[src/rtl/bsteer_pkg.sv]
// Shared types for the byte steering block.
// Assumes a host bus of exactly two byte lanes.
package bsteer_pkg;

    // Shape of one host transfer
    typedef enum logic [2:0] {
        XK_NONE    = 3'd0,
        XK_EVEN_LO = 3'd1,
        XK_ODD_LO  = 3'd2,
        XK_ODD_HI  = 3'd3,
        XK_WORD    = 3'd4
    } xfer_kind_e;

    // Internal byte enables for a shape
    function automatic logic [1:0] kind_be(input xfer_kind_e k);
        case (k)
            XK_WORD:             return 2'b11;
            XK_EVEN_LO:          return 2'b01;
            XK_ODD_LO, XK_ODD_HI: return 2'b10;
            default:             return 2'b00;
        endcase
    endfunction

    // Host lanes used by a shape
    function automatic logic [1:0] kind_lanes(input xfer_kind_e k);
        case (k)
            XK_WORD:               return 2'b11;
            XK_EVEN_LO, XK_ODD_LO: return 2'b01;
            XK_ODD_HI:             return 2'b10;
            default:               return 2'b00;
        endcase
    endfunction

endpackage

[src/rtl/bsteer_decode.sv]
// Combinational decode of enables, address and mode into a transfer shape.
// Assumes AW >= 3 so a disk-mode register index fits in bits 2:0.
module bsteer_decode
    import bsteer_pkg::*;
#(
    parameter int AW = 11
) (
    input  logic          ide_mode,
    input  logic          ce_lo_n,
    input  logic          ce_hi_n,
    input  logic [AW-1:0] addr,
    output xfer_kind_e    kind,
    output logic [AW-1:0] byte_addr,
    output logic          ctl_blk,
    output logic          wide_port
);

    localparam int IDX_W = 3;

    logic lo_on, hi_on, data_reg;

    assign lo_on    = ~ce_lo_n;
    assign hi_on    = ~ce_hi_n;
    assign data_reg = (addr[IDX_W-1:0] == '0);

    // Pick the transfer shape for the current mode
    always_comb begin
        kind      = XK_NONE;
        ctl_blk   = 1'b0;
        wide_port = 1'b0;
        if (!ide_mode) begin
            wide_port = lo_on | hi_on;
            unique case ({hi_on, lo_on})
                2'b11:   kind = XK_WORD;
                2'b01:   kind = addr[0] ? XK_ODD_LO : XK_EVEN_LO;
                2'b10:   kind = XK_ODD_HI;
                default: kind = XK_NONE;
            endcase
        end else begin
            if (lo_on ^ hi_on) begin
                ctl_blk = hi_on;
                if (lo_on && data_reg) begin
                    kind      = XK_WORD;
                    wide_port = 1'b1;
                end else begin
                    kind = addr[0] ? XK_ODD_LO : XK_EVEN_LO;
                end
            end
        end
    end

    // Form the internal byte address for the shape
    always_comb begin
        unique case (kind)
            XK_WORD:   byte_addr = {addr[AW-1:1], 1'b0};
            XK_ODD_HI: byte_addr = {addr[AW-1:1], 1'b1};
            default:   byte_addr = addr;
        endcase
    end

endmodule

[src/rtl/bsteer_wr.sv]
// Write path: detects the rising write strobe and places host data by lane.
// Assumes the strobe is already synchronous to clk.
module bsteer_wr
    import bsteer_pkg::*;
#(
    parameter int LW = 8
) (
    input  logic            clk,
    input  logic            rst_n,
    input  logic            wr_n,
    input  xfer_kind_e      kind,
    input  logic [2*LW-1:0] host_wdata,
    output logic            int_we,
    output logic [2*LW-1:0] int_wdata
);

    localparam int DW = 2 * LW;

    logic          wr_low_q;
    logic          fire;
    logic [DW-1:0] placed;

    assign fire = wr_n & wr_low_q & (kind != XK_NONE);

    // Move host lanes onto internal lanes, unused lane zero
    always_comb begin
        placed = '0;
        unique case (kind)
            XK_WORD:    placed = host_wdata;
            XK_EVEN_LO: placed[LW-1:0]  = host_wdata[LW-1:0];
            XK_ODD_LO:  placed[DW-1:LW] = host_wdata[LW-1:0];
            XK_ODD_HI:  placed[DW-1:LW] = host_wdata[DW-1:LW];
            default:    placed = '0;
        endcase
    end

    // Remember strobe level and capture data at its trailing edge
    always_ff @(posedge clk) begin
        if (!rst_n) begin
            wr_low_q  <= 1'b0;
            int_we    <= 1'b0;
            int_wdata <= '0;
        end else begin
            wr_low_q <= ~wr_n;
            int_we   <= fire;
            if (fire) int_wdata <= placed;
        end
    end

endmodule

[src/rtl/bsteer_rd.sv]
// Read path: moves internal read lanes onto host lanes and sets lane drive.
// Assumes int_rdata follows the registered internal address in the same cycle.
module bsteer_rd
    import bsteer_pkg::*;
#(
    parameter int LW = 8
) (
    input  logic            clk,
    input  logic            rst_n,
    input  logic            rd_q,
    input  xfer_kind_e      kind_q,
    input  logic [2*LW-1:0] int_rdata,
    output logic [2*LW-1:0] host_rdata,
    output logic [1:0]      host_lane_oe
);

    localparam int DW = 2 * LW;

    logic [DW-1:0] steered;
    logic [1:0]    lanes;

    assign lanes = kind_lanes(kind_q);

    // Choose the internal byte for each host lane
    always_comb begin
        steered = '0;
        unique case (kind_q)
            XK_WORD:    steered = int_rdata;
            XK_EVEN_LO: steered[LW-1:0]  = int_rdata[LW-1:0];
            XK_ODD_LO:  steered[LW-1:0]  = int_rdata[DW-1:LW];
            XK_ODD_HI:  steered[DW-1:LW] = int_rdata[DW-1:LW];
            default:    steered = '0;
        endcase
    end

    // Register returned data and lane drive per lane
    for (genvar g = 0; g < 2; g++) begin : g_lane
        always_ff @(posedge clk) begin
            if (!rst_n) begin
                host_rdata[g*LW +: LW] <= '0;
                host_lane_oe[g]        <= 1'b0;
            end else begin
                host_rdata[g*LW +: LW] <= (rd_q && lanes[g]) ? steered[g*LW +: LW] : '0;
                host_lane_oe[g]        <= rd_q & lanes[g];
            end
        end
    end

endmodule

[src/rtl/byte_steer.sv]
// Top of the host byte steering block: decode stage, write and read paths.
// Assumes host strobes and enables are synchronous to clk.
module byte_steer
    import bsteer_pkg::*;
#(
    parameter int AW = 11,
    parameter int LW = 8
) (
    input  logic            clk,
    input  logic            rst_n,
    input  logic            ide_mode,
    input  logic            ce_lo_n,
    input  logic            ce_hi_n,
    input  logic [AW-1:0]   host_addr,
    input  logic            rd_n,
    input  logic            wr_n,
    input  logic [2*LW-1:0] host_wdata,
    output logic [2*LW-1:0] host_rdata,
    output logic [1:0]      host_lane_oe,
    output logic            port16_n,
    output logic [AW-1:0]   int_addr,
    output logic [1:0]      int_be,
    output logic            int_we,
    output logic            int_rd,
    output logic [2*LW-1:0] int_wdata,
    input  logic [2*LW-1:0] int_rdata,
    output logic            int_ctl_blk
);

    xfer_kind_e    kind_d, kind_q;
    logic [AW-1:0] addr_d;
    logic          ctl_d, wide_d, rd_q;

    bsteer_decode #(.AW(AW)) u_dec (
        .ide_mode  (ide_mode),
        .ce_lo_n   (ce_lo_n),
        .ce_hi_n   (ce_hi_n),
        .addr      (host_addr),
        .kind      (kind_d),
        .byte_addr (addr_d),
        .ctl_blk   (ctl_d),
        .wide_port (wide_d)
    );

    // Register the decoded access for the internal port
    always_ff @(posedge clk) begin
        if (!rst_n) begin
            kind_q      <= XK_NONE;
            int_addr    <= '0;
            int_ctl_blk <= 1'b0;
            port16_n    <= 1'b1;
            rd_q        <= 1'b0;
        end else begin
            kind_q      <= kind_d;
            int_addr    <= addr_d;
            int_ctl_blk <= ctl_d;
            port16_n    <= ~wide_d;
            rd_q        <= ~rd_n;
        end
    end

    assign int_be = kind_be(kind_q);
    assign int_rd = rd_q && (kind_q != XK_NONE);

    bsteer_wr #(.LW(LW)) u_wr (
        .clk        (clk),
        .rst_n      (rst_n),
        .wr_n       (wr_n),
        .kind       (kind_d),
        .host_wdata (host_wdata),
        .int_we     (int_we),
        .int_wdata  (int_wdata)
    );

    bsteer_rd #(.LW(LW)) u_rd (
        .clk          (clk),
        .rst_n        (rst_n),
        .rd_q         (rd_q),
        .kind_q       (kind_q),
        .int_rdata    (int_rdata),
        .host_rdata   (host_rdata),
        .host_lane_oe (host_lane_oe)
    );

endmodule

[config.mk]
export PLATFORM = sky130hd
export DESIGN_NAME = byte_steer
export DESIGN_NICKNAME = d
export VERILOG_FILES = /design/src/rtl/bsteer_pkg.sv /design/src/rtl/bsteer_decode.sv /design/src/rtl/bsteer_wr.sv /design/src/rtl/bsteer_rd.sv /design/src/rtl/byte_steer.sv
export SDC_FILE = /design/constraint.sdc
export NUM_CORES = 1
export LEC_CHECK = 0
export ABC_CLOCK_PERIOD_IN_PS = 2850
export CAP_MARGIN = 30
export CORE_MARGIN = 2
export CORE_UTILIZATION = 42
export CTS_BUF_LIST = sky130_fd_sc_hd__clkbuf_8
export DETAILED_ROUTE_END_ITERATION = 8
export PLACE_DENSITY = 0.82
export SYNTH_ARGS = -nofsm -noshare
export SYNTH_HDL_FRONTEND = slang
export SYNTH_SLANG_ARGS = --single-unit
[constraint.sdc]
create_clock -name clk -period 2.85 [get_ports clk]
set_input_delay 0.57 -clock clk [delete_from_list [all_inputs] [get_ports clk]]
set_output_delay 0.57 -clock clk [all_outputs]
set_load 0.01 [all_outputs]
==> results.py <==
metrics = {
    "synthesis": {
        "syn-mean-instance-area_um2": 9.87,
        "yosys-top-cells-area": "dfxtp_1 (50%), and2_1 (8.0%), o21ai_0 (4.2%)",
        "synth.yosys.seq_area_share_pct": 50.0,
        "synth_async_sr_flop_share_pct": 0,
        "syn_inst": 215,
        "synthFlopType": "dfxtp_1",
        "synth_top_cell_area_share_pct": 50.0,
        "yosys_warnings": 0,
        "synth_seq_cells": 53,
        "synth_edf_count": 0,
        "yosysTopAreaCell": "dfxtp_1",
        "synth_top_family_by_area": "simple AND/OR/NAND/NOR gates",
        "syn_nets": 268,
        "synth_fa_ha_area_share_pct": 1.77,
        "synthXorXnorAreaFrac_pct": 0.825,
        "yosys.cell_types.count": 38,
        "synth_compound_area_share_pct": 19.9,
        "yosys.area_share.simple_pct": 24.8,
        "synth_mux_area_share_pct": 0,
        "syn_area_mm2": 0.00212,
    },
    "finish": {
        "fin_area_mm2": 0.00340,
        "area.growth.synth_to_final_pct": 60.0,
        "multi_input_area_mm2": 0.00100,
        "nFillCells": 386,
        "layout_commonest_cell": "clkdlybuf4s50_1",
        "ff_latch_area_mm2": 0.00106,
        "final_nets": 384,
        "n_antenna_cell": 0,
        "mostFrequentLayoutCells": "clkdlybuf4s50_1 (100), dfxtp_1 (53), and2_1 (27), o21ai_0 (18), buf_4 (16)",
        "layout-drive-gt1-share_pct": 10.2,
    },
    "worst_hold_path": {
        "hold_path.class": "register to register",
        "whs_path_depth": 2,
    },
    "route": {
        "via_per_inst": 5.03,
        "drtIter0Drc": 47,
        "vias": 2005,
        "avgRoutedWirePerCell_um": 14.0,
        "drt_wl_total_um": 5590,
        "first_pass_iters": 4,
        "ant_nets": 0,
        "post-route-drc-count": 0,
    },
    "clock_network": {
        "cts_resized": 0,
        "cts_made_buffers": 5,
        "hold_buffers": 0,
        "cts_root_buf": "clkbuf_8",
        "cts_tree": "done",
        "insertion_delay_ns": 0.29,
        "clk_pin_slew_ns": 0.09,
        "clk_path_buf_depth": 2,
        "h-tree-depth": 2,
        "post_cts_buffers": 0,
        "cts_sinks": 53,
    },
    "timing": {
        "finalMaxSlewViolations": 0,
        "worst_pin_slew_ns": 0.678,
        "final.setup.tns_ns": 0,
        "skew_ns": 0.00615,
        "layout_min_cycle_time_ns": 2.56,
        "rsz0062_at_grt": "false",
        "finalHoldViolCount": 0,
        "setup_viol": 0,
        "slew_headroom_pct": 54.5,
        "clock.fmax_mhz": 390,
        "finalCritPeriodShare_pct": 89.9,
    },
    "die": {
        "die_w_um": 75.1,
        "die_h_um": 75.1,
        "dieArea_mm2": 0.00564,
        "core_area_mm2": 0.00479,
        "pin_count": 101,
        "start_util_pct": 44.3,
        "row_count": 25,
    },
    "worst_setup_path": {
        "cp_max_fo": 8,
        "path_cells": "clkdlybuf4s50_1, inv_1, ha_1, and3b_4, a21oi_1, xnor2_1, o2bb2ai_1, and2_1",
        "cpPeakStageDelay_ns": 0.58,
        "critPathArrivalTime_ns": 2.76,
        "critPathLaunchType": "primary input",
        "path_class": "primary input to register",
        "crit_required_ns": 3.05,
        "slowest_stage": "xnor2_1",
        "r2r_cells": 4,
        "endpoint_kind": "register",
    },
    "grt": {
        "grtUsageMet3_pct": 7.63,
        "grt_max_degree": 36,
        "globalRouteMet1Util_pct": 25.2,
        "grt_usage_pct": 21.0,
        "grt-busiest-layer": "met2",
        "grt_pass1_wl_um": 9150,
        "grt-ovfl-total": 0,
        "grt_use_met2_pct": 36.0,
        "antenna_found_initial": 0,
        "first_global_vias": 2000,
    },
    "job": {
        "max_cap_violations": 0,
    },
    "run_status": {
        "outcome": "completed",
    },
    "place": {
        "dp_hpwl_um": 4220,
        "gp_congestion": 0.879,
        "place_area_mm2": 0.00328,
        "io_buffers": 100,
    },
    "pwr": {
        "ir_drop_v": 0.000241,
        "leakage_nw": 1.28,
        "powerDensity_mw_per_mm2": 449,
    },
}
synth_stat cells (all sizes together) (2+ instances only):
cell type and count:
dfxtp 53, and2 27, o21ai 18, nand2 14, nor2b 14, a21oi 12, nor2 12, a221oi 9
a22oi 8, o2bb2ai 8, clkbuf 5, inv 4, and3 3, ha 3, nor3 3, nor3b 3
buf 2, nand2b 2, nor4 2, xnor2 2
where the power goes:
part           internal, W  leakage [nW]  switching, W  total [W]
sequential        0.000762         0.432    0.00000992   0.000772
clock             0.000260        0.0595      0.000234   0.000494
combinational     0.000150         0.784      0.000108   0.000258
total              0.00117          1.28      0.000352    0.00152
flip-flops by register name (all words and copies together) (netlist names):
register,cells
u_wr.int_wdata,16
u_rd.host_rdata,16
int_ctl_blk,1
port16_n,1
u_rd.host_lane_oe,2
rd_q,1
u_wr.wr_low_q,1
u_wr.int_we,1
int_addr,11
kind_q,3
worst paths after layout:
kind,start,endpoint,slack [ns]
setup / recovery,ce_hi_n,u_wr.int_wdata[4],0.29
hold / removal,u_wr.int_wdata[12],u_wr.int_wdata[12],0.55
setup reg to reg,kind_q[2],u_rd.host_rdata[6],1.25
hold reg to reg,u_wr.int_wdata[12],u_wr.int_wdata[12],0.55
critical path, delay by kind of cell:
family	cells	cell delay (ns)
adders and majority gates	1	0.33
and+or+nand+nor	2	0.44
buffers and inverters	2	0.61
xor gates and xnor gates	1	0.58
AOI/OAI and AO/OA	2	0.24
final cells by class:
class	count	share of cell area, %
Timing Repair Buffer	116	33.0
Clock inverter	3	1.25
Clock buffer	5	2.03
Inverter	4	0.442
Sequential cell	53	31.2
Tap cell	67	2.47
Multi-Input combinational cell	151	29.6
per-stage QoR:
step / setup slack [ns] / hold WS, ns / instances / power (W) / util, %
after global routing: 0.117 / 0.584 / 399 / 0.00159 / 71.0
after detailed placement: -0.0425 / 0.530 / 391 / 0.00105 / 68.6
after global placement: 0.0971 / 0.518 / 391 / 0.00104 / 68.6
after floorplan: 0.512 / 0.488 / 215 / 0.000890 / -
final: 0.288 / 0.548 / 399 / 0.00152 / 71.0
after CTS: 0.276 / 0.551 / 399 / 0.00154 / 71.0
routing by layer:
metal	share of wire [%]	vias up
met5	0	-
met3	11	5
met4	0.68	0
met2	46	90
li1	-	992
met1	42	918
cells by family (layout without fill, tap and decap cells):
group / Yosys count / after routing
DFF: 53 / 53
buffers and inverters: 11 / 128
adders and majority gates: 3 / 3
xor gates and xnor gates: 2 / 2
AOI/OAI and AO/OA: 60 / 60
and+or+nand+nor: 86 / 86
No activity file was read; power rests on OpenSTA's default activity.
